## src/rtl/status_grp_pkg.sv

```systemverilog
package status_grp_pkg;
  typedef enum logic [2:0] {
    A_COND   = 3'd0,
    A_RISE   = 3'd1,
    A_FALL   = 3'd2,
    A_EVT    = 3'd3,
    A_EVT_RC = 3'd4,
    A_ENA    = 3'd5
  } sg_addr_e;
endpackage

```

## src/rtl/sg_cfg_reg.sv

```systemverilog
module sg_cfg_reg #(
  parameter int          W   = 16,
  parameter logic [W-1:0] RST = '0
) (
  input  logic         clk_i,
  input  logic         rst_ni,
  input  logic         we_i,
  input  logic [W-1:0] wdata_i,
  output logic [W-1:0] q_o
);
  localparam logic [W-1:0] VMASK = {1'b0, {(W-1){1'b1}}};

  always_ff @(posedge clk_i or negedge rst_ni) begin
    if (!rst_ni)   q_o <= RST & VMASK;
    else if (we_i) q_o <= wdata_i & VMASK;
  end

  p_msb_zero_r3: assert property (@(posedge clk_i) disable iff (!rst_ni)
    we_i |=> !q_o[W-1]);
endmodule

```

## src/rtl/sg_edge_detect.sv

```systemverilog
module sg_edge_detect #(
  parameter int W = 16
) (
  input  logic         clk_i,
  input  logic         rst_ni,
  input  logic [W-1:0] cond_i,
  input  logic [W-1:0] rise_en_i,
  input  logic [W-1:0] fall_en_i,
  output logic [W-1:0] set_o
);
  logic [W-1:0] cond_q;

  always_ff @(posedge clk_i or negedge rst_ni) begin
    if (!rst_ni) cond_q <= '0;
    else         cond_q <= cond_i;
  end

  for (genvar b = 0; b < W; b++) begin : g_bit
    if (b == W-1) begin : g_rsvd
      assign set_o[b] = 1'b0;
    end else begin : g_live
      logic rise, fall;
      assign rise     = cond_i[b] & ~cond_q[b];
      assign fall     = ~cond_i[b] & cond_q[b];
      assign set_o[b] = (rise & rise_en_i[b]) | (fall & fall_en_i[b]);
    end
  end

  // a set bit needs a change against the registered history
  p_set_needs_change_r9: assert property (@(posedge clk_i) disable iff (!rst_ni)
    (set_o & ~(cond_i ^ cond_q)) == '0);
endmodule

```

## src/rtl/sg_event_bank.sv

```systemverilog
module sg_event_bank #(
  parameter int W = 16
) (
  input  logic         clk_i,
  input  logic         rst_ni,
  input  logic [W-1:0] set_i,
  input  logic         clr_i,
  output logic [W-1:0] evt_o
);
  always_ff @(posedge clk_i or negedge rst_ni) begin
    if (!rst_ni) evt_o <= '0;
    else         evt_o <= (clr_i ? '0 : evt_o) | set_i;
  end

  p_sticky_r6: assert property (@(posedge clk_i) disable iff (!rst_ni)
    !clr_i |=> ((evt_o & $past(evt_o)) == $past(evt_o)));
  p_set_wins_r8: assert property (@(posedge clk_i) disable iff (!rst_ni)
    (set_i != '0) |=> ((evt_o & $past(set_i)) == $past(set_i)));
  p_clear_r7: assert property (@(posedge clk_i) disable iff (!rst_ni)
    clr_i |=> ((evt_o & ~$past(set_i)) == '0));
endmodule

```

## src/rtl/status_group.sv

```systemverilog
module status_group
  import status_grp_pkg::*;
#(
  parameter int W = 16
) (
  input  logic         clk_i,
  input  logic         rst_ni,
  input  logic [W-1:0] cond_i,
  input  logic         req_i,
  input  logic         we_i,
  input  logic [2:0]   addr_i,
  input  logic [W-1:0] wdata_i,
  input  logic         clr_i,
  output logic         rvalid_o,
  output logic [W-1:0] rdata_o,
  output logic         sum_o
);
  localparam logic [W-1:0] VMASK = {1'b0, {(W-1){1'b1}}};

  sg_addr_e     addr;
  logic         wr, rd;
  logic         we_rise, we_fall, we_ena;
  logic [W-1:0] rise_en, fall_en, ena, evt, set;
  logic         clr_any;
  logic [W-1:0] rd_mux;

  assign addr    = sg_addr_e'(addr_i);
  assign wr      = req_i & we_i;
  assign rd      = req_i & ~we_i;
  assign we_rise = wr && (addr == A_RISE);
  assign we_fall = wr && (addr == A_FALL);
  assign we_ena  = wr && (addr == A_ENA);
  assign clr_any = clr_i | (rd && (addr == A_EVT_RC));

  sg_cfg_reg #(.W(W), .RST({W{1'b1}})) u_rise (
    .clk_i, .rst_ni, .we_i(we_rise), .wdata_i, .q_o(rise_en));
  sg_cfg_reg #(.W(W), .RST('0)) u_fall (
    .clk_i, .rst_ni, .we_i(we_fall), .wdata_i, .q_o(fall_en));
  sg_cfg_reg #(.W(W), .RST('0)) u_ena (
    .clk_i, .rst_ni, .we_i(we_ena), .wdata_i, .q_o(ena));

  sg_edge_detect #(.W(W)) u_edge (
    .clk_i, .rst_ni, .cond_i, .rise_en_i(rise_en), .fall_en_i(fall_en), .set_o(set));

  sg_event_bank #(.W(W)) u_evt (
    .clk_i, .rst_ni, .set_i(set), .clr_i(clr_any), .evt_o(evt));

  always_comb begin
    unique case (addr)
      A_COND:           rd_mux = cond_i;
      A_RISE:           rd_mux = rise_en;
      A_FALL:           rd_mux = fall_en;
      A_EVT, A_EVT_RC:  rd_mux = evt;
      A_ENA:            rd_mux = ena;
      default:          rd_mux = '0;
    endcase
  end

  always_ff @(posedge clk_i or negedge rst_ni) begin
    if (!rst_ni) begin
      rvalid_o <= 1'b0;
      rdata_o  <= '0;
    end else begin
      rvalid_o <= rd;
      if (rd) rdata_o <= rd_mux & VMASK;
    end
  end

  assign sum_o = |(evt & ena);

  // newly set event bits must come from the edge logic
  p_new_evt_from_edge_r4: assert property (@(posedge clk_i) disable iff (!rst_ni)
    1'b1 |=> ((evt & ~$past(evt) & ~$past(set)) == '0));
  p_rdata_msb_r3: assert property (@(posedge clk_i) disable iff (!rst_ni)
    rvalid_o |-> !rdata_o[W-1]);
  p_sum_needs_ena_r10: assert property (@(posedge clk_i) disable iff (!rst_ni)
    (ena == '0) |-> !sum_o);
endmodule

```

## config.mk

```make
export PLATFORM = sky130hd
export DESIGN_NAME = status_group
export DESIGN_NICKNAME = d
export VERILOG_FILES = /design/src/rtl/status_grp_pkg.sv /design/src/rtl/sg_cfg_reg.sv /design/src/rtl/sg_edge_detect.sv /design/src/rtl/sg_event_bank.sv /design/src/rtl/status_group.sv
export SDC_FILE = /design/constraint.sdc
export NUM_CORES = 1
export LEC_CHECK = 0
export BUFFER_PORTS_ARGS = -buffer_cell sky130_fd_sc_hd__buf_4
export CAP_MARGIN = 20
export CORE_MARGIN = 2
export CORE_UTILIZATION = 35
export DETAILED_ROUTE_END_ITERATION = 16
export PLACE_DENSITY = 0.55
export SLEW_MARGIN = 20
export SYNTH_ARGS = -nofsm -noshare
export SYNTH_HDL_FRONTEND = slang
export SYNTH_SLANG_ARGS = --single-unit
```

## constraint.sdc

```tcl
create_clock -name clk_i -period 1.3 [get_ports clk_i]
set_input_delay 0.13 -clock clk_i [delete_from_list [all_inputs] [get_ports clk_i]]
set_output_delay 0.13 -clock clk_i [all_outputs]
set_load 0.01 [all_outputs]
```

## Yosys cells after proc, flatten, opt, wreduce, memory -nomap -nowiden

Index checks and enable logic that the tools add are counted.

- Flip-flop bits (word level): 92
- Logic and storage cells: 132

- Equality and inequality tests: 5
- Mux-type cells: 2
- Bitwise operators: 111
- Reductions and logical operators: 7

Operators by type and width:

| cell | count |
|---|---|
| 15-bit one-hot mux with 5 select lines | 1 |
| 1-bit bitwise AND | 62 |
| 1-bit inverter | 31 |
| 16-bit by 15-bit bitwise AND with 16-bit output | 1 |
| 16-bit 2-to-1 mux | 1 |
| 1-bit bitwise OR | 16 |
| 16-bit by 15-bit bitwise OR with 16-bit output | 1 |
| 16-bit OR reduction | 1 |
| 3-bit by 2-bit == test with 1-bit output, second input constant | 2 |
| 3-bit == test, second input constant | 2 |
| 1-bit logical AND | 4 |
| 3-bit by 1-bit == test with 1-bit output, second input constant | 1 |
| 3-bit logical NOT | 1 |
| 2-bit OR reduction | 1 |

## Depth between registers and ports, before layout

- Depth after elaboration: 6
- Depth in mapped cells: 6
- Gate-level depth less buffers: 3

## Modules after synthesis

From an unflattened synthesis, not the netlist that was laid out.

- Cell total of the unflattened synthesis: 334
- Area, all modules: 4506.8 µm²

Modules (own cells, without submodules):

| module | times used | cells an instance | area each (µm²) | seq. area each (µm²) |
|---|---|---|---|---|
| status_group | 1 | 136 | 1385.1 | 400.4 |
| sg_cfg_reg (u_ena ...) | 2 | 34 | 624.3 | 375.4 |
| sg_edge_detect | 1 | 62 | 686.9 | 375.4 |
| sg_cfg_reg (u_rise) | 1 | 34 | 643.1 | 394.1 |
| sg_event_bank | 1 | 34 | 543.0 | 400.4 |

## Least setup slack after synthesis

Ideal clock, no wire load.

- Path type: input to register
- Start point: input addr_i[1]
- End point: register u_rise.q_o[0]
- Setup time: 82 ps
- Arrival: 1209 ps
- Data required time: 1218 ps
- Slack: 8 ps
- Cell stages on the path: 4
- Cells stage by stage: buf_2 > nor4b_4 > buf_6 > mux2_2

- Cells in the longest elaborated chain, start to end: 2

Ends and longest elaborated chain:

| element | RTL line | source |
|---|---|---|
| start, declared | status_group.sv:11 | `input logic [2:0] addr_i,` |
| 3-bit by 1-bit == test with 1-bit output | status_group.sv:30 | `assign we_rise = wr && (addr == A_RISE);` |
| 1-bit logical AND | status_group.sv:30 |  |
| end signal, assigned | sg_cfg_reg.sv:14 | `if (!rst_ni) q_o <= RST & VMASK;` |
| end signal, assigned | sg_cfg_reg.sv:15 | `else if (we_i) q_o <= wdata_i & VMASK;` |
| end, declared | sg_cfg_reg.sv:9 | `output logic [W-1:0] q_o` |

Every way passes these cells.
A chain may end at the register's enable or synchronous reset.

## Worst setup path after layout

- Start point: register u_ena.q_o[0]
- End point: output sum_o

- Cells in the longest elaborated chain, start to end: 2

Ends and longest elaborated chain:

| element | RTL line | source |
|---|---|---|
| start, declared | sg_cfg_reg.sv:9 |  |
| start signal, assigned | sg_cfg_reg.sv:14 |  |
| start signal, assigned | sg_cfg_reg.sv:15 |  |
| 16-bit by 15-bit bitwise AND with 16-bit output | status_group.sv:69 | `assign sum_o = \|(evt & ena);` |
| 16-bit OR reduction | status_group.sv:69 |  |
| end, declared | status_group.sv:16 | `output logic sum_o` |

Every way passes these cells.

==> metrics.md <==
| Metric | Value |
|---|---|
| Synth cell types | 36 |
| Max Transition Viols Final | 0 |
| Final Hold Fails | 0 |
| Power Dens Cells | 1420 nW/µm² |
| Critical Path Start Type | register |
| Final #Nets | 517 |
| Routed metal-1 wire length | 5.01 mm |
| Most common cell type on the critical path | buf_4 |
| Clk_lat worst skew | 0.34 ns |
| Final hold slack | 0.0324 ns |
| Die area | 13300 µm² |
| Worst path max stage delay | 0.38 ns |
| CTS clock-pin slew for the worst setup and hold paths | 0.06 ns |
| Final worst-path cycle share | 1.38 |
| RR Endpoint | rdata_o[1]$_DFFE_PN0N_ |
| Avg WL per Cell | 16.6 µm |
| Longest Clk Path Bufs | 2 |
| Worst Hold Class | input pin to register |
| Share of layout cells above drive strength 1 | 0.494 |
| Uppermost routed layer | met4 |
| H-tree Lvls | 3 |
| Worst setup margin | -0.497 ns |
| Netlist Area Pre-Place | 4330 µm² |
| Max Cap Viol | 0 |
| Inst Count DP | 613 |
| Root Driver | clkbuf_16 |
| Sequential share of the synthesized area | 0.530 |
| RSZ-0062 raised after global routing | yes |
| Endpoints failing setup | 1 |
| Initial antenna violation count | 0 |
| VDD IR max | 0.000569 V |
| Worst r2r path cells | 3 |
| Met3 routed WL | 320 µm |
| Outcome | complete, but fails checks |
| Gr usage total | 0.174 |
| Clk_skew | 0.00811 ns |
| Area grow syn2layout | 38.8% |
| Die height | 115 µm |
| Crit path required time | 1.17 ns |
| Critical-path cell with the highest stage delay | dfrtp_1 |
| Detail Placement HPWL | 7.54 mm |
| Warnings from Yosys | 0 |
| Final std cells w/o fill | 650 |
| Clock sink total | 91 |
| DR WL met2 | 5.24 mm |
| Final wirelength | 10.8 mm |
| Hold path depth | 2 |
| DR vias | 3251 |
| First-pass GRT wire length | 17.6 mm |
| Crit path cell chain | a22o_1 -> a221oi_2 -> buf_4 -> nand4_1 -> buf_4 |
| HP Start | wdata_i[13] |
| Asr flop ratio synth | 1.00 |
| Failing checks | negative setup slack |
| Die Wd | 115 µm |
| CTS tree | yes |
| Post-Syn Nets | 389 |
| Reg-to-Reg Start | u_fall.q_o[1]$_DFFE_PN0P_ |
| Gpl congestion | 0.819 |
| Crit-path max FO | 2 |
| Most used flip-flop cell after synthesis | dfrtp_1 |
| Data arrival, critical path | 1.67 ns |
| WP buf/inv | 2 |
| TritonRoute pass-1 iters | 4 |
| CP Class | register to primary output |
| Cells after Synth | 349 |
| Vias in the first global route | 3323 |
| Row Count | 40 |
| Hold path endpoint | u_ena.q_o[13]$_DFFE_PN0P_ |
| Worst path top cell family by delay | compound AO/OA/AOI/OAI gates |
| PortBufs | 54 |
| Max Fclk | 557 MHz |
| Io pins | 58 |
| Gr ovfl total | 0 |
| Starting Density | 0.359 |
| Setup crit end kind | primary output |
| Core box area | 12100 µm² |
| Leak | 2.66 nW |
| Min cycle time layout | 1.80 ns |
| Post-synth EDFFs | 0 |
| Fill cells | 1084 |
| R2R Setup Slk | 0.02 ns |
| Inserted Clock Buffers | 9 |
| Syn_area_per_cell | 12.4 µm² |
| Inserted Diodes | 0 |
| DR iter-0 viols | 159 |
| Routed Antenna Nets | 0 |
| # DRC | 0 |
| Post-DR vias/cell | 5.00 |
| Synth Register Bits | 91 |
| Largest net degree at the start of global routing | 35 |
## cells in the mapped netlist, types with 4 or more instances
cell type  count  area, µm²
mux2i_1       15        150
nand3b_1      16        120
dfrtp_1       76       1900
mux2_2        45        507
inv_1         16       60.1
nand2_1       16       60.1
or3b_2        15        131
a31oi_1       15       93.8
and2_1        15       93.8
o221ai_1      15        131
buf_4          5       37.5
buf_2          5       25.0
a211oi_1      15        113
a221o_1       14        140
buf_6          5       56.3
o21ai_0       15       75.1
clkbuf_1      10       37.5
dfstp_2       15        394
a22oi_1        4       30.0
## state kept, by name, indices dropped and copies added (netlist names)
name	flops
u_edge.cond_q	15
rdata_o	15
u_evt.evt_o	15
u_rise.q_o	15
rvalid_o	1
u_ena.q_o	15
u_fall.q_o	15
## cells by family after synthesis
group,count (synthesis),share of synthesized area
other cells,1,0.000866
flops,91,0.530
simple gates,71,0.114
buf+inv,42,0.0509
compound gates,84,0.152
mux,60,0.152
## where the power goes
group	internal, mW	total (mW)	switching [mW]
Sequential	3.44	3.80	0.359
Combinational	1.19	1.95	0.766
Clock	1.68	2.77	1.09
## routing by layer
metal	track usage	vias to the layer above
li1	-	1573
met1	0.233	1596
met2	0.281	66
met3	0.0306	16
met4	0.0699	0
met5	0	-
## through the flow
stage / TNS [ns] / instance area (µm²) / utilization / power [mW] / setup WS, ns
2_1_floorplan: 0 / 4330 / - / 4.68 / 0.00834
3_3_place_gp: -4.45 / 5420 / 0.449 / 5.63 / -0.255
3_5_place_dp: -5.19 / 5420 / 0.449 / 5.67 / -0.231
4_1_cts: -0.494 / 5920 / 0.491 / 8.52 / -0.494
5_1_grt: -0.560 / 6010 / 0.498 / 8.94 / -0.560
6_report: -0.497 / 6010 / 0.498 / 8.51 / -0.497
## cell type report
class,instances,area (µm²),share of cell area
Clock inverter,5,77.6,0.0129
Inverter,16,60.1,0.00999
Multi-Input combinational cell,216,1890,0.315
Clock buffer,11,233,0.0387
Sequential cell,91,2300,0.382
Tap cell,168,210,0.0350
Timing Repair Buffer,143,1240,0.206
## cell usage in the layout (no fill, tap or decap), types with 14 or more instances in the layout
| cell type | count |
|---|---|
| buf_4 | 117 |
| dlygate4sd3_1 | 16 |
| dfrtp_1 | 76 |
| mux2i_1 | 15 |
| o221ai_1 | 15 |
| a211oi_2 | 14 |
| a31oi_1 | 15 |
| mux2_2 | 45 |
| nand3b_1 | 16 |
| nand2_1 | 16 |
| and2_1 | 15 |
| a221o_1 | 14 |
| inv_1 | 16 |
| dfstp_2 | 15 |
## worst max-delay path by stage
stage | start | endpoint | slack (ns) | cells after the start
2_1_floorplan | addr_i[1] | u_rise.q_o[0]$_DFFE_PN1P_ | 0.008 | 4
3_3_place_gp | u_evt.evt_o[0]$_DFF_PN0_ | sum_o | -0.26 | 5
4_1_cts | u_ena.q_o[0]$_DFFE_PN0P_ | sum_o | -0.49 | 5
3_5_place_dp | u_evt.evt_o[0]$_DFF_PN0_ | sum_o | -0.23 | 5
6_report | u_ena.q_o[0]$_DFFE_PN0P_ | sum_o | -0.50 | 5
5_1_grt | u_ena.q_o[0]$_DFFE_PN0P_ | sum_o | -0.56 | 5
## worst register-to-register path, stage by stage (launching register included)
cell and delay (ns):
dfrtp_1 0.33, or3b_2 0.46, a211oi_2 0.25, a221o_1 0.18
## repair_timing
action,in CTS,in global routing
hold endpoints to repair,36,0
pin swaps,1,10
endpoints found under the setup margin,4,16
gates resized for setup,4,15
hold buffers,16,0
setup buffers,1,4
No activity file was read; power rests on OpenSTA's default activity.
